## src/rtl/nce_pkg.sv

```systemverilog
package nce_pkg;
  localparam int unsigned STAT_W = 13;
  localparam int unsigned LEN_W  = 12;

  localparam logic [11:0] OFS_CMD  = 12'h000;
  localparam logic [11:0] OFS_TMO  = 12'h008;
  localparam logic [11:0] OFS_STAT = 12'h118;
  localparam logic [11:0] OFS_CLR  = 12'h120;

  localparam int unsigned B_WFR   = 19;
  localparam int unsigned B_LAST  = 18;
  localparam int unsigned B_CT_LO = 16;
  localparam int unsigned B_IWC   = 13;

  localparam int unsigned S_TXDONE = 6;
  localparam int unsigned S_RXDONE = 7;
  localparam int unsigned S_DONE   = 9;
  localparam int unsigned S_ERR    = 11;

  typedef enum logic [1:0] {
    CT_ADDR  = 2'd0,
    CT_CMD   = 2'd1,
    CT_WRITE = 2'd2,
    CT_READ  = 2'd3
  } cyc_e;

  typedef enum logic [2:0] {
    SQ_IDLE, SQ_ARM, SQ_LOW, SQ_HIGH, SQ_WAIT, SQ_FIN
  } sq_e;

  typedef struct packed {
    logic done;
    logic tx;
    logic rx;
    logic iwc;
    logic tmo;
  } ev_t;
endpackage

```

## src/rtl/nce_cmd_fifo.sv

```systemverilog
module nce_cmd_fifo #(
  parameter int unsigned W     = 32,
  parameter int unsigned DEPTH = 4
) (
  input  logic         clk,
  input  logic         rst_n,
  input  logic         push_i,
  input  logic [W-1:0] data_i,
  input  logic         pop_i,
  output logic [W-1:0] head_o,
  output logic         empty_o,
  output logic         ovf_o
);
  localparam int unsigned AW = (DEPTH > 1) ? $clog2(DEPTH) : 1;

  logic [W-1:0] mem_q [DEPTH];
  logic [AW:0]  wp_q, rp_q, wp_d, rp_d;
  logic         full, push_ok;

  assign empty_o = (wp_q == rp_q);
  assign full    = (wp_q[AW] != rp_q[AW]) && (wp_q[AW-1:0] == rp_q[AW-1:0]);
  assign push_ok = push_i && !full;
  assign ovf_o   = push_i && full;
  assign head_o  = mem_q[rp_q[AW-1:0]];

  always_comb begin
    wp_d = wp_q;
    rp_d = rp_q;
    if (push_ok) wp_d = wp_q + 1'b1;
    if (pop_i && !empty_o) rp_d = rp_q + 1'b1;
  end

  always_ff @(posedge clk or negedge rst_n) begin
    if (!rst_n) begin
      wp_q <= '0;
      rp_q <= '0;
    end else begin
      wp_q <= wp_d;
      rp_q <= rp_d;
    end
  end

  always_ff @(posedge clk) begin
    if (push_ok) mem_q[wp_q[AW-1:0]] <= data_i;
  end

  logic [AW:0] fill;
  assign fill = wp_q - rp_q;

  a_r9_no_overflow: assert property (@(posedge clk) disable iff (!rst_n)
    fill <= (AW+1)'(DEPTH));

  a_r9_drop_when_full: assert property (@(posedge clk) disable iff (!rst_n)
    (push_i && full && !pop_i) |=> (fill == $past(fill)));
endmodule

```

## src/rtl/nce_seq.sv

```systemverilog
module nce_seq
  import nce_pkg::*;
#(
  parameter int unsigned STROBE = 2,
  parameter int unsigned TMO_W  = 16
) (
  input  logic             clk,
  input  logic             rst_n,
  input  logic             empty_i,
  input  logic [31:0]      head_i,
  output logic             pop_o,
  input  logic [TMO_W-1:0] tmo_lim_i,
  input  logic             tx_valid_i,
  input  logic [7:0]       tx_data_i,
  output logic             tx_ready_o,
  output logic             rx_valid_o,
  output logic [7:0]       rx_data_o,
  output logic             cle_o,
  output logic             ale_o,
  output logic             we_n_o,
  output logic             re_n_o,
  output logic [7:0]       io_out_o,
  output logic             io_oe_o,
  input  logic [7:0]       io_in_i,
  input  logic             rb_n_i,
  output ev_t              ev_o
);
  localparam int unsigned CW = $clog2(STROBE + 1);

  sq_e              st_q, st_d;
  logic [CW-1:0]    cnt_q, cnt_d;
  logic [LEN_W-1:0] rem_q, rem_d;
  cyc_e             ty_q, ty_d;
  logic             wfr_q, wfr_d, last_q, last_d, iwc_q, iwc_d;
  logic [7:0]       byte_q, byte_d;
  logic [TMO_W-1:0] tcnt_q, tcnt_d;
  logic [1:0]       rbs_q;
  logic             rxv_q, rxv_d;
  logic [7:0]       rxd_q, rxd_d;
  logic             strobe_end, active;

  logic unused_hd;
  assign unused_hd = ^{head_i[31:20], head_i[15:14], head_i[12]};

  assign strobe_end = (cnt_q == CW'(STROBE - 1));

  always_comb begin
    st_d   = st_q;
    cnt_d  = cnt_q;
    rem_d  = rem_q;
    ty_d   = ty_q;
    wfr_d  = wfr_q;
    last_d = last_q;
    iwc_d  = iwc_q;
    byte_d = byte_q;
    tcnt_d = tcnt_q;
    rxv_d  = 1'b0;
    rxd_d  = rxd_q;
    pop_o      = 1'b0;
    tx_ready_o = 1'b0;
    ev_o       = '0;
    case (st_q)
      SQ_IDLE: begin
        if (!empty_i) begin
          pop_o  = 1'b1;
          ty_d   = cyc_e'(head_i[B_CT_LO +: 2]);
          wfr_d  = head_i[B_WFR];
          last_d = head_i[B_LAST];
          iwc_d  = head_i[B_IWC];
          byte_d = head_i[7:0];
          rem_d  = head_i[B_CT_LO+1] ? head_i[LEN_W-1:0] : '0;
          st_d   = SQ_ARM;
        end
      end
      SQ_ARM: begin
        if (ty_q == CT_WRITE) begin
          tx_ready_o = 1'b1;
          if (tx_valid_i) begin
            byte_d = tx_data_i;
            cnt_d  = '0;
            st_d   = SQ_LOW;
          end
        end else begin
          cnt_d = '0;
          st_d  = SQ_LOW;
        end
      end
      SQ_LOW: begin
        if (strobe_end) begin
          cnt_d = '0;
          st_d  = SQ_HIGH;
          if (ty_q == CT_READ) begin
            rxv_d = 1'b1;
            rxd_d = io_in_i;
          end
        end else begin
          cnt_d = cnt_q + 1'b1;
        end
      end
      SQ_HIGH: begin
        if (strobe_end) begin
          cnt_d = '0;
          if (rem_q != '0) begin
            rem_d = rem_q - 1'b1;
            st_d  = SQ_ARM;
          end else if (wfr_q) begin
            tcnt_d = '0;
            st_d   = SQ_WAIT;
          end else begin
            st_d = SQ_FIN;
          end
        end else begin
          cnt_d = cnt_q + 1'b1;
        end
      end
      SQ_WAIT: begin
        if (rbs_q[1]) begin
          st_d = SQ_FIN;
        end else if (tcnt_q >= tmo_lim_i) begin
          ev_o.tmo = 1'b1;
          st_d     = SQ_IDLE;
        end else begin
          tcnt_d = tcnt_q + 1'b1;
        end
      end
      SQ_FIN: begin
        ev_o.done = last_q;
        ev_o.tx   = (ty_q == CT_WRITE);
        ev_o.rx   = (ty_q == CT_READ);
        ev_o.iwc  = iwc_q;
        st_d      = SQ_IDLE;
      end
      default: st_d = SQ_IDLE;
    endcase
  end

  always_ff @(posedge clk or negedge rst_n) begin
    if (!rst_n) begin
      st_q   <= SQ_IDLE;
      cnt_q  <= '0;
      rem_q  <= '0;
      ty_q   <= CT_ADDR;
      wfr_q  <= 1'b0;
      last_q <= 1'b0;
      iwc_q  <= 1'b0;
      byte_q <= '0;
      tcnt_q <= '0;
      rbs_q  <= 2'b11;
      rxv_q  <= 1'b0;
      rxd_q  <= '0;
    end else begin
      st_q   <= st_d;
      cnt_q  <= cnt_d;
      rem_q  <= rem_d;
      ty_q   <= ty_d;
      wfr_q  <= wfr_d;
      last_q <= last_d;
      iwc_q  <= iwc_d;
      byte_q <= byte_d;
      tcnt_q <= tcnt_d;
      rbs_q  <= {rbs_q[0], rb_n_i};
      rxv_q  <= rxv_d;
      rxd_q  <= rxd_d;
    end
  end

  assign active     = (st_q == SQ_ARM) || (st_q == SQ_LOW) || (st_q == SQ_HIGH);
  assign cle_o      = active && (ty_q == CT_CMD);
  assign ale_o      = active && (ty_q == CT_ADDR);
  assign we_n_o     = !((st_q == SQ_LOW) && (ty_q != CT_READ));
  assign re_n_o     = !((st_q == SQ_LOW) && (ty_q == CT_READ));
  assign io_oe_o    = active && (ty_q != CT_READ);
  assign io_out_o   = byte_q;
  assign rx_valid_o = rxv_q;
  assign rx_data_o  = rxd_q;

  a_r2_latch_excl: assert property (@(posedge clk) disable iff (!rst_n)
    !(cle_o && ale_o));

  a_r5_no_drive_on_read: assert property (@(posedge clk) disable iff (!rst_n)
    !re_n_o |-> !io_oe_o);

  a_r7_busy_holds: assert property (@(posedge clk) disable iff (!rst_n)
    (st_q == SQ_WAIT && !rbs_q[1]) |=> (st_q != SQ_FIN));

  a_r8_tmo_no_done: assert property (@(posedge clk) disable iff (!rst_n)
    ev_o.tmo |=> (st_q == SQ_IDLE));

  generate
    if (STROBE > 1) begin : g_hold
      a_r3_we_low_hold: assert property (@(posedge clk) disable iff (!rst_n)
        $fell(we_n_o) |=> !we_n_o);
      a_r3_re_low_hold: assert property (@(posedge clk) disable iff (!rst_n)
        $fell(re_n_o) |=> !re_n_o);
    end
  endgenerate
endmodule

```

## src/rtl/nce_status.sv

```systemverilog
module nce_status
  import nce_pkg::*;
(
  input  logic              clk,
  input  logic              rst_n,
  input  logic [STAT_W-1:0] set_i,
  input  logic              clr_we_i,
  input  logic [STAT_W-1:0] clr_i,
  input  logic              iwc_i,
  output logic [STAT_W-1:0] stat_o,
  output logic              irq_o
);
  logic [STAT_W-1:0] stat_q, stat_d, clr_eff;
  logic              irq_q, irq_d;

  always_comb begin
    clr_eff = clr_we_i ? clr_i : '0;
    stat_d  = (stat_q & ~clr_eff) | set_i;
    irq_d   = (irq_q & ~clr_eff[S_DONE]) | iwc_i;
  end

  always_ff @(posedge clk or negedge rst_n) begin
    if (!rst_n) begin
      stat_q <= '0;
      irq_q  <= 1'b0;
    end else begin
      stat_q <= stat_d;
      irq_q  <= irq_d;
    end
  end

  assign stat_o = stat_q;
  assign irq_o  = irq_q;

  a_r10_set_wins: assert property (@(posedge clk) disable iff (!rst_n)
    set_i[S_DONE] |=> stat_q[S_DONE]);

  a_r10_clear_err: assert property (@(posedge clk) disable iff (!rst_n)
    (clr_we_i && clr_i[S_ERR] && !set_i[S_ERR]) |=> !stat_q[S_ERR]);

  a_r11_irq_rise: assert property (@(posedge clk) disable iff (!rst_n)
    iwc_i |=> irq_q);
endmodule

```

## src/rtl/nand_cycle_engine.sv

```systemverilog
module nand_cycle_engine
  import nce_pkg::*;
#(
  parameter int unsigned    FIFO_DEPTH  = 4,
  parameter int unsigned    STROBE_CLKS = 2,
  parameter int unsigned    TMO_W       = 16,
  parameter logic [TMO_W-1:0] TMO_RESET = 16'd1000
) (
  input  logic        clk,
  input  logic        rst_n,
  input  logic        reg_wr,
  input  logic [11:0] reg_addr,
  input  logic [31:0] reg_wdata,
  output logic [31:0] reg_rdata,
  input  logic        tx_valid,
  input  logic [7:0]  tx_data,
  output logic        tx_ready,
  output logic        rx_valid,
  output logic [7:0]  rx_data,
  output logic        nand_cle,
  output logic        nand_ale,
  output logic        nand_we_n,
  output logic        nand_re_n,
  output logic [7:0]  nand_io_out,
  output logic        nand_io_oe,
  input  logic [7:0]  nand_io_in,
  input  logic        nand_rb_n,
  output logic        irq
);
  logic              push, pop, empty, ovf, clr_we, tmo_we;
  logic [31:0]       head;
  logic [TMO_W-1:0]  tmo_q, tmo_d;
  logic [STAT_W-1:0] set_mask, stat;
  ev_t               ev;

  assign push   = reg_wr && (reg_addr == OFS_CMD);
  assign clr_we = reg_wr && (reg_addr == OFS_CLR);
  assign tmo_we = reg_wr && (reg_addr == OFS_TMO);

  always_comb begin
    tmo_d = tmo_q;
    if (tmo_we) tmo_d = reg_wdata[TMO_W-1:0];
  end

  always_ff @(posedge clk or negedge rst_n) begin
    if (!rst_n) tmo_q <= TMO_RESET;
    else        tmo_q <= tmo_d;
  end

  nce_cmd_fifo #(.W(32), .DEPTH(FIFO_DEPTH)) i_fifo (
    .clk     (clk),
    .rst_n   (rst_n),
    .push_i  (push),
    .data_i  (reg_wdata),
    .pop_i   (pop),
    .head_o  (head),
    .empty_o (empty),
    .ovf_o   (ovf)
  );

  nce_seq #(.STROBE(STROBE_CLKS), .TMO_W(TMO_W)) i_seq (
    .clk        (clk),
    .rst_n      (rst_n),
    .empty_i    (empty),
    .head_i     (head),
    .pop_o      (pop),
    .tmo_lim_i  (tmo_q),
    .tx_valid_i (tx_valid),
    .tx_data_i  (tx_data),
    .tx_ready_o (tx_ready),
    .rx_valid_o (rx_valid),
    .rx_data_o  (rx_data),
    .cle_o      (nand_cle),
    .ale_o      (nand_ale),
    .we_n_o     (nand_we_n),
    .re_n_o     (nand_re_n),
    .io_out_o   (nand_io_out),
    .io_oe_o    (nand_io_oe),
    .io_in_i    (nand_io_in),
    .rb_n_i     (nand_rb_n),
    .ev_o       (ev)
  );

  always_comb begin
    set_mask           = '0;
    set_mask[S_DONE]   = ev.done;
    set_mask[S_TXDONE] = ev.tx;
    set_mask[S_RXDONE] = ev.rx;
    set_mask[S_ERR]    = ev.tmo | ovf;
  end

  nce_status i_status (
    .clk      (clk),
    .rst_n    (rst_n),
    .set_i    (set_mask),
    .clr_we_i (clr_we),
    .clr_i    (reg_wdata[STAT_W-1:0]),
    .iwc_i    (ev.iwc),
    .stat_o   (stat),
    .irq_o    (irq)
  );

  always_comb begin
    case (reg_addr)
      OFS_STAT: reg_rdata = {{(32-STAT_W){1'b0}}, stat};
      OFS_TMO:  reg_rdata = {{(32-TMO_W){1'b0}}, tmo_q};
      default:  reg_rdata = '0;
    endcase
  end

  a_r9_ovf_flags_err: assert property (@(posedge clk) disable iff (!rst_n)
    ovf |=> stat[S_ERR]);
endmodule

```

## config.mk

```make
export PLATFORM = sky130hd
export DESIGN_NAME = nand_cycle_engine
export DESIGN_NICKNAME = d
export VERILOG_FILES = /design/src/rtl/nce_pkg.sv /design/src/rtl/nce_cmd_fifo.sv /design/src/rtl/nce_seq.sv /design/src/rtl/nce_status.sv /design/src/rtl/nand_cycle_engine.sv
export SDC_FILE = /design/constraint.sdc
export NUM_CORES = 1
export LEC_CHECK = 0
export CORE_ASPECT_RATIO = 1.4
export CORE_MARGIN = 5
export CORE_UTILIZATION = 46
export CTS_CLUSTER_DIAMETER = 100
export DETAILED_ROUTE_END_ITERATION = 12
export PLACE_DENSITY = 0.73
export SYNTH_ARGS = -nofsm -noshare
export SYNTH_HDL_FRONTEND = slang
export SYNTH_SLANG_ARGS = --single-unit
```

## constraint.sdc

```tcl
create_clock -name clk -period 2.7 [get_ports clk]
set_input_delay 0.54 -clock clk [delete_from_list [all_inputs] [get_ports clk]]
set_output_delay 0.54 -clock clk [all_outputs]
set_load 0.01 [all_outputs]
```

# Word-level counts from Yosys, hierarchy flattened
# Memory sizes are Yosys's and may differ from the RTL's.
# Cells that the tools add are included.
op_classes:
  magnitude_cmp: 1
  n_mux: 44
  bitwise: 8
  eq_ne: 28
  addsub: 5
  reduce_logical: 34
ops:
  columns: ["cell", "n"]
  rows:
  - ["$mux 16", 5]
  - ["$pmux 16 s2", 2]
  - ["$mux 12", 4]
  - ["$eq 12x9->1 const B", 2]
  - ["$mux 3", 8]
  - ["$mux 8", 3]
  - ["$pmux 12 s2", 1]
  - ["$add 16x1->16 const B", 1]
  - ["$ge 16x16->1", 1]
  - ["$pmux 8 s2", 1]
  - ["$pmux 3 s5", 1]
  - ["$and 13x13->13", 1]
  - ["$mux 1", 13]
  - ["$mux 13", 1]
  - ["$not 13->13", 1]
  - ["$or 13x12->13", 1]
  - ["$eq 12x4->1 const B", 1]
  - ["$logic_and 1x1->1", 12]
  - ["$logic_not 12->1", 1]
  - ["$ne 2x2->1 const B", 6]
  - ["$reduce_bool 12->1", 1]
  - ["$sub 12x1->12 const B", 1]
  - ["$ne 2x1->1 const B", 5]
  - ["$reduce_and 4->1", 2]
  - ["28 further kinds", 45]
totals:
  output_inout_bits: 56
  ram_bits: 128
  wordCells: 138
  memories: 1
  ff_bits: 93
  input_bits: 65
memory_table:
  columns: ["name", "words", "word_bits", "rd", "rd_clocked_by_memory_dff", "wr", "line", "text"]
  rows:
  - ["i_fifo.mem_q", 4, 32, 1, 0, 1, "nce_cmd_fifo.sv:16", "logic [W-1:0] mem_q [DEPTH];"]

# Depth between registers and ports, before layout
# Gate-level depths: netlist (run 1).
logic_depth:
  word_depth: 6
  ltp_mapped: 10
  mapped_depth_nobuf: 9

# Cells and area by module
# Synthesis (run 1) repeated with hierarchy kept, for this count alone.
hier_totals:
  hier_cells: 732
  hier_area_um2: 10122.2
modules_own_cells:
  columns: ["module", "n_inst", "cells_each", "seq_area_each_um2", "area_each_um2"]
  rows:
  - ["nce_cmd_fifo", 1, 216, 3993.8, 5077.4]
  - ["nce_seq", 1, 379, 1428.9, 3473.3]
  - ["nand_cycle_engine", 1, 95, 407.9, 1056.0]
  - ["nce_status", 1, 42, 350.3, 515.5]

# Least setup slack after synthesis (run 1)
# OpenSTA, ideal clock, no wires.
synth_path:
  path_kind: "input to output"
  startpoint: "in reg_addr[7]"
  endpoint: "out reg_rdata[0]"
  path_stages: 6
  required_ps: 2160
  slack_ps: 94
  path_buffers: 1
  arrival_time_ps: 2066
  cell_sequence: "or4_1 > nor2_2 > nand2_1 > nor4b_2 > buf_2 > a22o_1"
synth_between:
  elab_chain_len: 2
  word_cells_on_any_way: 3
synth_rtl:
  columns: ["element", "line", "text"]
  rows:
  - ["start: declaration", "nand_cycle_engine.sv:12", "input logic [11:0] reg_addr,"]
  - ["$eq 12x4->1 or $eq 12x9->1 (tied branches)", "nand_cycle_engine.sv:104", "case (reg_addr)"]
  - ["$pmux 16 s2 *", "nand_cycle_engine.sv:104", null]
  - ["end: declaration", "nand_cycle_engine.sv:14", "output logic [31:0] reg_rdata,"]
# Every way passes the cells marked *; elsewhere a longest branch is shown, timed or not.

# Final worst setup path (run 1)
layout_path:
  startpoint: "in reg_addr[2]"
  endpoint: "out reg_rdata[7]"
# The elaborated chain is that of the path after synthesis.

==> run_results.csv, run 1 <==
group,metric,value,unit
timing,setup_viol,12,
synth,avgSynthCellArea,12.6,um^2
grt,grt_max_degree,44,
synth,yosys.cell_types.count,62,
clock_network,clkSinkCount,161,
placement,place.gp.congestion,0.843,
finish,final_cells,953,
clock_network,clk_pin_slew_worst_paths,0.06,ns
setup_path,critPathTopFamily,"buffers and inverters",
die,die_w,118,um
grt,grt_first_pass_wirelength,30500,um
setup_path,worst-path-buf-inv,4,
finish,syn_to_final_growth,26.9,%
placement,io_buffers,92,
setup_path,slowest_delay,0.42,ns
grt,grt_busiest_layer,"met2",
detailed_routing,ant_nets,0,
clock_network,cts_hold_buf,0,
synth,ys.flop_type,"dfrtp_1",
synth,synthCells,601,
placement,place_inst,911,
synth,ys_seq_area_share,57.9,%
synth,synth-warning-count,0,
worst_hold_path,hold_class,"in2async",
setup_path,crit_path_start_kind,"input pin",
grt,use_met3,3.52,%
synth,syn_area,0.00756,mm^2
placement,pre_cts_ws,-0.870,ns
detailed_routing,via_per_inst,5.74,
pwr,max-vdd-ir-drop,0.000450,V
pwr,leakage,3.90,nW
setup_path,path_max_fanout,4,
timing,finalCritPeriodShare,105,%
grt,antenna_found_initial,0,
grt,overflow,0,
clock_network,cts_root_buf,"clkbuf_16",
pwr,power_density,850,mW/mm^2
timing,skew,0.0120,ns
setup_path,crit_cells,8,
grt,use_met2,38.0,%
setup_path,cp_slowest_cell,"clkdlybuf4s50_1",
clock_network,clock_latency,0.43,ns
setup_path,ff2ff_setup_slack,0.11,ns
setup_path,r2r_start,"tmo_q[9]",
detailed_routing,wl_per_cell,20.1,um
die,start_util,46.7,%
timing,drv_slew,0,
setup_path,worstPathRequired,2.16,ns
die,dieArea,0.0191,mm^2
grt,first_global_vias,5743,
synth,synth_top_area_share,28.1,%
setup_path,critPathCaptureType,"output pin",
clock_network,cts_tree,"done",
die,io_pins,121,
setup_path,rr_worst_depth,8,
timing,worstMarginPinSlew,0.812,ns
setup_path,path_cells,"clkdlybuf4s50_1, nor3_2, nand2_2, nor4b_4, buf_4, buf_6, a22o_1, buf_2",
timing,relSlewSlack,45.3,%
status,status,"finished, violations left",
die,core_area,0.0162,mm^2
run,maxCapViolCount,0,
clock_network,cts_made_buffers,17,
timing,fin_ws,-0.133,ns
synth,ys_seq_elements,161,
setup_path,reg2reg_to,"i_seq.tcnt_q[7]",
setup_path,crit_arrival,2.29,ns
die,fp.dieH,162,um
synth,async_flop_share,57.8,%
clock_network,cts-htree-levels,4,
pwr,finalPower,0.00816,W
detailed_routing,wl,19200,um
setup_path,crit_type,"in2out",
placement,dp_hpwl,13600,um
status,violations,"negative setup slack",
detailed_routing,drc,0,
grt,met1_usage,23.1,%
clock_network,cts_buffer_depth,2,
timing,max_freq,0.353,GHz
synth,yosys-top-cells-area,"dfrtp_1, edfxtp_1, mux4_2, mux2_2, ha_1",
timing,grt_setup_unrepaired,"yes",
detailed_routing,via_count,5469,
detailed_routing,drt_pass1_iterations,5,
finish,nets,829,
timing,finalHoldViolCount,0,
finish,antenna_cells,0,
synth,synth_area_leader_cell,"dfrtp_1",
synth,synth_edf_count,68,
timing,timing.final.crit_period,2.83,ns
die,num_rows,55,
detailed_routing,drt-initial-drc-count,329,
grt,grt_usage,20.3,%
finish,drive_gt1_share,24.7,%
-- through the flow --
step | utilization [%] | instance area (um^2) | setup TNS [ns] | hold slack [ns]
final | 59.3 | 9590 | -0.896 | 0.105
after global routing | 59.3 | 9590 | -1.67 | 0.137
after CTS | 59.0 | 9540 | -0.690 | 0.113
after detailed placement | 55.3 | 8940 | -30.40 | 0.350
after global placement | 55.3 | 8940 | -22.44 | 0.350
after floorplan | - | 7620 | 0 | 0.244
-- where the power goes --
part | switching [W] | total (W) | internal, W
registers | 0.000261 | 0.00312 | 0.00286
clock network | 0.00104 | 0.00230 | 0.00126
logic | 0.00145 | 0.00273 | 0.00129
-- cell type report --
| type | instances | area (um^2) |
|---|---|---|
| clock buffers | 19 | 454 |
| inverters | 24 | 90.1 |
| clock inverters | 13 | 114 |
| flip-flops and latches | 161 | 4380 |
| well taps | 199 | 249 |
| repair buffers | 144 | 1310 |
| fillers | 1226 | 6580 |
| multi-input cells | 393 | 2990 |
-- synth_stat cells (3+ instances only) --
library cell	number
dfrtp_1	85
edfxtp_1	68
nand2_1	43
nor2_1	39
o21ai_0	31
a21oi_1	30
mux2_2	30
inv_1	24
ha_1	23
buf_4	20
mux4_2	17
a22o_1	13
a22oi_1	11
nor3_1	11
o31ai_1	11
a21boi_0	10
and2_1	10
clkbuf_1	10
mux2i_1	9
nand3_1	9
buf_2	8
dfstp_2	8
o21ai_1	7
nand2b_1	6
a31oi_1	5
nand4_1	5
nor4_1	5
or4_1	5
xor2_1	5
nor2b_1	4
and3_1	3
-- worst max-delay path by stage --
| stage | slack, ns | start | end |
|---|---|---|---|
| after floorplan | 0.09 | reg_addr[7] | reg_rdata[0] |
| after global placement | -0.78 | reg_addr[7] | reg_rdata[6] |
| after detailed placement | -0.87 | reg_addr[7] | reg_rdata[7] |
| after CTS | -0.11 | reg_addr[10] | reg_rdata[2] |
| after global routing | -0.19 | reg_addr[2] | reg_rdata[2] |
| final | -0.13 | reg_addr[2] | reg_rdata[7] |
-- flip-flops by register name (all words and copies together), names as in the netlist, 2 cells and up --
| name | cells |
|---|---|
| i_seq.rx_data_o | 8 |
| i_seq.ty_q | 2 |
| i_status.stat_o | 13 |
| tmo_q | 16 |
| i_fifo.rp_q | 3 |
| i_fifo.wp_q | 3 |
| i_seq.rem_q | 12 |
| i_seq.io_out_o | 8 |
| i_seq.cnt_q | 2 |
| i_seq.st_q | 3 |
| i_seq.tcnt_q | 16 |
| i_seq.rbs_q | 2 |
| i_fifo.mem_q | 68 |
-- cell families after synthesis --
group | synth area share (%)
AOI/OAI and AO/OA | 11.8
xor gates and xnor gates | 0.811
adders and majority gates | 3.81
buffers and inverters | 4.20
DFF | 57.9
muxes | 10.7
other | 0.0496
and+or+nand+nor | 10.6
-- timing repair --
item / in CTS / in global routing
gates cloned: 0 / 1
resized for setup: 80 / 20
endpoints found under the setup margin: 19 / 29
buffers inserted: 7 / 3
pin swaps: 9 / 10
endpoints found under the hold margin: 0 / 0
-- cells in the final DEF (no fill, tap or decap), types with 7 or more instances in the layout --
cell             count
mux4_2              17
a22oi_1             11
buf_2               16
nand2_1             40
dfrtp_1             84
o21ai_0             31
o21ai_1              7
nor2_1              39
a22o_1              13
edfxtp_1            68
buf_6                9
a21oi_1             30
mux2_2              30
o31ai_1             10
ha_1                23
a21boi_0            10
conb_1              16
nand3_1              9
clkdlybuf4s50_1     71
and2_1              10
mux2i_1              9
dfstp_2              8
inv_1               24
nor3_1              10
buf_4               40
clkbuf_16           18
-- metal layers --
layer	up-vias	share of wire [%]
li1	2487	-
met3	27	5.0
met1	2762	37
met2	193	56
met5	-	0
met4	0	2.1
Note: power is estimated with default switching activity, not from simulation.
==> inputs of run 2 (changes only) <==
--- a/config.mk
+++ b/config.mk
@@ -10,7 +10,8 @@
 export CORE_UTILIZATION = 46
 export CTS_CLUSTER_DIAMETER = 100
 export DETAILED_ROUTE_END_ITERATION = 12
-export PLACE_DENSITY = 0.73
+export PLACE_DENSITY = 0.7
+export SETUP_SLACK_MARGIN = 0.1
 export SYNTH_ARGS = -nofsm -noshare
 export SYNTH_HDL_FRONTEND = slang
 export SYNTH_SLANG_ARGS = --single-unit
==> constraint.sdc (replaced) <==
create_clock -name clk -period 2.8 [get_ports clk]
set_input_delay 0.56 -clock clk [delete_from_list [all_inputs] [get_ports clk]]
set_output_delay 0.56 -clock clk [all_outputs]
set_load 0.01 [all_outputs]
==> run 2 against run 1 <==
The run still ends with negative setup slack left; first-iteration DRC count increased by 5.5%; combinational power decreased by 2%; cell area is 1.2% higher; setup slack worse by 0.061 ns; global-route usage is 0.56 points lower.
==> run_results.csv, run 2 (same netlist as run 1, synthesis figures left out) <==
group,metric,value,unit
timing,finalHoldViolCount,0,
finish,final_cell_mix,"dfrtp_1, clkdlybuf4s50_1, edfxtp_1",
detailed_routing,drt_pass1_iterations,5,
detailed_routing,drc,0,
placement,io_buffers,92,
grt,grt_first_pass_wirelength,29700,um
detailed_routing,drt-initial-drc-count,347,
pwr,pwr-share-comb,33.1,%
pwr,clkPwrFrac,29.7,%
pwr,leakage,3.98,nW
die,dieArea,0.0191,mm^2
setup_path,crit_start,"reg_addr[11]",
setup_path,cp_slowest_cell,"or4_4",
setup_path,r2r_start,"i_seq.rem_q[0]",
run,maxCapViolCount,0,
detailed_routing,wl_per_cell,19.6,um
setup_path,rr_worst_depth,8,
grt,first_global_vias,5611,
finish,largest_register_ffs,68,
pwr,max-vdd-ir-drop,0.000451,V
timing,fin_tns_setup,-1.59,ns
detailed_routing,ant_nets,0,
status,violations,"negative setup slack",
detailed_routing,via_per_inst,5.71,
detailed_routing,via_count,5423,
die,die_w,118,um
setup_path,worstPathRequired,2.24,ns
clock_network,cts_root_buf,"clkbuf_16",
setup_path,slowest_delay,0.55,ns
status,status,"finished, violations left",
pwr,switching_power,0.00267,W
finish,syn_to_final_growth,28.5,%
placement,place.gp.congestion,0.864,
pwr,finalPower,0.00805,W
setup_path,crit_path_start_kind,"input pin",
detailed_routing,wl,18600,um
setup_path,crit_top_cell,"buf_6",
timing,skew,0.00767,ns
timing,setup_viol,13,
grt,antenna_found_initial,0,
clock_network,clk_pin_slew_worst_paths,0.06,ns
clock_network,cts_tree,"done",
timing,relSlewSlack,43.6,%
die,num_rows,55,
die,io_pins,121,
grt,overflow,0,
clock_network,cts_made_buffers,17,
timing,finalCritPeriodShare,107,%
pwr,netSwitchingFraction,33.2,%
setup_path,path_max_fanout,3,
setup_path,critPathCaptureType,"output pin",
setup_path,crit_type,"in2out",
placement,postPlaceCellArea,0.00890,mm^2
timing,max_freq,0.334,GHz
timing,grt_setup_unrepaired,"yes",
finish,antenna_cells,0,
finish,fillers,1251,
grt,grt_max_degree,46,
die,core_area,0.0162,mm^2
clock_network,clock_latency,0.43,ns
finish,final_cells,949,
pwr,internal_power,0.00537,W
finish,postLayoutCellArea,0.00971,mm^2
grt,grt_usage,19.7,%
timing,timing.final.crit_period,2.99,ns
pwr,power_density,829,mW/mm^2
die,start_util,46.7,%
worst_hold_path,hold_class,"in2async",
finish,layout_commonest_cell,"dfrtp_1",
timing,worstMarginPinSlew,0.837,ns
finish,drive_gt1_share,25.2,%
timing,fin_ws,-0.194,ns
clock_network,clkSinkCount,161,
die,fp.dieH,162,um
setup_path,crit_arrival,2.43,ns
setup_path,path_cells,"buf_6, or4_4, nor2_4, nand2_2, nor4b_4, buf_4, buf_6, buf_6, a22o_1, buf_2",
clock_network,cts_buffer_depth,2,
placement,dp_hpwl,13300,um
clock_network,cts-htree-levels,4,
finish,nets,825,
placement,place_inst,902,
pwr,pwr-share-seq,37.2,%
clock_network,cts_hold_buf,0,
timing,drv_slew,0,
[run 2: stage by stage]
| stage | setup slack, ns | utilization [%] | hold slack (ns) |
|---|---|---|---|
| after floorplan | 0.154 | - | 0.264 |
| after global placement | -0.693 | 55.0 | 0.349 |
| after detailed placement | -0.788 | 55.0 | 0.349 |
| after CTS | -0.127 | 59.0 | 0.0460 |
| after global routing | -0.244 | 60.0 | 0.0658 |
| final | -0.194 | 60.0 | 0.0439 |
[run 2: final cells by class]
class,count,area [um^2],area share (%)
sequential,161,4380,45.1
multi-input combinational,394,3080,31.7
timing repair buffer,139,1290,13.3
clock buffer,19,464,4.78
tap,199,249,2.56
clock inverter,13,156,1.61
inverter,24,90.1,0.928
[run 2: what timing repair did]
item | in CTS | in global routing
pin swaps | 16 | 9
gates resized for setup | 93 | 21
cloned | 1 | 1
setup buffers | 7 | 6
setup endpoints to repair | 21 | 33
[run 2: final timing paths]
check                             endpoint  slack, ns
setup reg to reg           i_seq.tcnt_q[7]       0.24
setup / recovery              reg_rdata[0]      -0.19
max in group asynchronous   i_seq.rbs_q[1]       2.09
hold reg to reg             i_seq.rbs_q[1]       0.36
hold / removal                   tmo_q[14]       0.04
min in group clk            i_seq.rbs_q[1]       0.36
[run 2: power groups by stage]
| stage | clock [W] | combinational, W | sequential (W) |
|---|---|---|---|
| global placement | 0 | 0.00249 | 0.00301 |
| detailed placement | 0 | 0.00257 | 0.00303 |
| global route | 0.00253 | 0.00291 | 0.00304 |
| floorplan | 0 | 0.00164 | 0.00301 |
| CTS | 0.00243 | 0.00259 | 0.00299 |
| finish | 0.00239 | 0.00267 | 0.00299 |
[run 2: critical path, delay by kind of cell]
kind	cells	cell delay, ns
AO/OA/AOI/OAI	1	0.12
buffers and inverters	5	0.61
AND/OR/NAND/NOR	4	1.14
[run 2: metal layers]
layer  wire, um  track usage, %
met1       6940            22.8
met4        565            8.29
met5          0               0
met3        921            3.24
met2      10200            35.9
==> inputs of run 3 (changes only) <==
--- a/config.mk
+++ b/config.mk
@@ -10,8 +10,9 @@
 export CORE_UTILIZATION = 46
 export CTS_CLUSTER_DIAMETER = 100
 export DETAILED_ROUTE_END_ITERATION = 12
-export PLACE_DENSITY = 0.7
+export PLACE_DENSITY = 0.68
 export SETUP_SLACK_MARGIN = 0.1
 export SYNTH_ARGS = -nofsm -noshare
 export SYNTH_HDL_FRONTEND = slang
+export SYNTH_HIERARCHICAL = 1
 export SYNTH_SLANG_ARGS = --single-unit
==> run 3 against run 2 <==
Largest power group unchanged; clock-buffer cell count down 1; critical path depth down 2; register-to-register slack lost 0.08 ns; the run now ends clean; non-clock buffer count rose by 8.
==> run_results.csv, run 3 <==
group,metric,value,unit
pwr,max-vdd-ir-drop,0.000407,V
finish,antenna_cells,0,
timing,skew,0.00920,ns
clock_network,cts_root_buf,"clkbuf_16",
pwr,internal_power,0.00468,W
setup_path,critPathCaptureType,"output pin",
synth,avgSynthCellArea,12.2,um^2
finish,nets,888,
detailed_routing,drt_pass1_iterations,5,
grt,met1_usage,24.0,%
clock_network,cts_made_buffers,17,
setup_path,worstPathRequired,2.24,ns
run,maxCapViolCount,0,
grt,grt_first_pass_wirelength,31100,um
worst_hold_path,hold_class,"in2async",
die,dieArea,0.0201,mm^2
status,status,"completed",
setup_path,crit_arrival,2.12,ns
die,num_rows,57,
synth,synthCells,657,
clock_network,cts-htree-levels,4,
clock_network,clkSinkCount,161,
pwr,finalPower,0.00689,W
die,core_area,0.0172,mm^2
clock_network,cts_tree,"done",
finish,layout.area.seq,0.00438,mm^2
grt,use_met3,4.02,%
setup_path,r2r_start,"i_seq/tcnt_q[0]",
detailed_routing,ant_nets,0,
pwr,netSwitchingFraction,32.0,%
setup_path,crit_type,"in2out",
synth,synth-warning-count,6,
placement,io_buffers,92,
die,fp.dieH,166,um
detailed_routing,drt-initial-drc-count,353,
clock_network,clk_pin_slew_worst_paths,0.07,ns
grt,overflow,0,
timing,finalHoldViolCount,0,
die,io_pins,121,
pwr,power_density,686,mW/mm^2
timing,timing.final.crit_period,2.68,ns
pwr,pwr-share-comb,25.0,%
finish,largest_register_ffs,68,
timing,grt_setup_unrepaired,"yes",
clock_network,cts_buffer_depth,2,
timing,relSlewSlack,47.1,%
pwr,switching_power,0.00221,W
grt,grt_usage,19.8,%
setup_path,path_max_fanout,9,
clock_network,clock_latency,0.43,ns
grt,use_met2,33.8,%
detailed_routing,drc,0,
finish,multiInputGateArea,0.00333,mm^2
finish,final_cell_mix,"dfrtp_1, clkdlybuf4s50_1, edfxtp_1",
detailed_routing,wl,19500,um
timing,worstMarginPinSlew,0.786,ns
placement,postPlaceCellArea,0.00934,mm^2
timing,holdWs,0.166,ns
pwr,leakage,4.12,nW
grt,grt_max_degree,48,
finish,fillers,1406,
synth,syn_area,0.00798,mm^2
timing,max_freq,0.373,GHz
die,die_w,121,um
grt,grt_busiest_layer,"met2",
grt,antenna_found_initial,0,
finish,drive_gt1_share,22.0,%
finish,postLayoutCellArea,0.0100,mm^2
placement,dp_hpwl,14100,um
pwr,pwr-share-seq,42.1,%
timing,setup_viol,0,
timing,drv_slew,0,
placement,place.gp.congestion,0.901,
setup_path,crit_path_start_kind,"input pin",
timing,finalCritPeriodShare,95.8,%
detailed_routing,wl_per_cell,18.6,um
finish,syn_to_final_growth,25.8,%
finish,layout_commonest_cell,"dfrtp_1",
grt,first_global_vias,6024,
pwr,clkPwrFrac,33.0,%
detailed_routing,via_per_inst,5.53,
setup_path,crit_start,"reg_addr[3]",
die,start_util,46.4,%
detailed_routing,via_count,5803,
==> run 3: changes by cell type in the layout (fill, tap and decap cells not counted), moves of 9 or more <==
cell | before | now
buf_4 | 35 | 52
a22o_1 | 13 | 1
nor3_1 | 7 | 17
mux2_2 | 30 | 19
a21oi_1 | 30 | 19
nand2_1 | 41 | 50
mux2_4 | 0 | 10
buf_2 | 18 | 0
a21o_1 | 1 | 15
dlygate4sd2_1 | 0 | 9
conb_1 | 16 | 25
and3_1 | 3 | 18
==> run 3: power by group through the flow <==
stage | sequential [W] | clock (W) | combinational, W
floorplan | 0.00292 | 0 | 0.000990
global placement | 0.00294 | 0 | 0.00157
detailed placement | 0.00296 | 0 | 0.00163
CTS | 0.00292 | 0.00232 | 0.00164
global route | 0.00294 | 0.00241 | 0.00188
finish | 0.00290 | 0.00227 | 0.00172
==> run 3: path summary, 6_finish.rpt <==
kind,end,slack [ns],cells after the start
max,reg_rdata[6],0.12,8
min,i_seq/io_out_o[7],0.17,1
max reg2reg,i_seq/tcnt_q[10],0.16,8
min reg2reg,i_seq/rbs_q[1],0.37,0
max in group asynchronous,i_seq/rbs_q[1],1.87,2
min in group clk,i_seq/rbs_q[1],0.37,0
==> run 3: area by class of cell <==
| class | instances | area share (%) |
|---|---|---|
| Clock buffer | 18 | 4.27 |
| Clock inverter | 14 | 1.53 |
| Inverter | 29 | 1.08 |
| Multi-Input combinational cell | 444 | 33.2 |
| Sequential cell | 161 | 43.6 |
| Tap cell | 236 | 2.94 |
| Timing Repair Buffer | 147 | 13.3 |
==> run 3: what timing repair did <==
action,4_1_cts,5_1_grt
endpoints found under the setup margin,20,27
hold buffers,0,0
endpoints found under the hold margin,0,0
pin swaps,2,5
gates resized for setup,25,19
setup buffers,4,12
==> run 3: layer usage <==
layer | wire [um] | share of wire (%)
met2 | 10200 | 52
met3 | 832 | 4.3
met5 | 0 | 0
met1 | 7810 | 40
met4 | 699 | 3.6
==> run 3: through the flow <==
step	TNS [ns]	util, %	setup WS, ns	std cells
after detailed placement	-7.46	54.4	-0.139	1001
after floorplan	0	-	0.111	681
after global routing	0	58.4	0.0431	1049
after CTS	-0.0366	57.9	-0.0366	1037
final	0	58.4	0.117	1049
after global placement	-7.45	54.4	-0.133	1001
==> run 3: critical path, stage by stage <==
cell and delay, ns:
clkdlybuf4s50_1 0.50, nor4b_4 0.25, buf_12 0.16, buf_4 0.10, buf_4 0.10, a22oi_1 0.09
nor2_1 0.12, clkdlybuf4s15_2 0.24
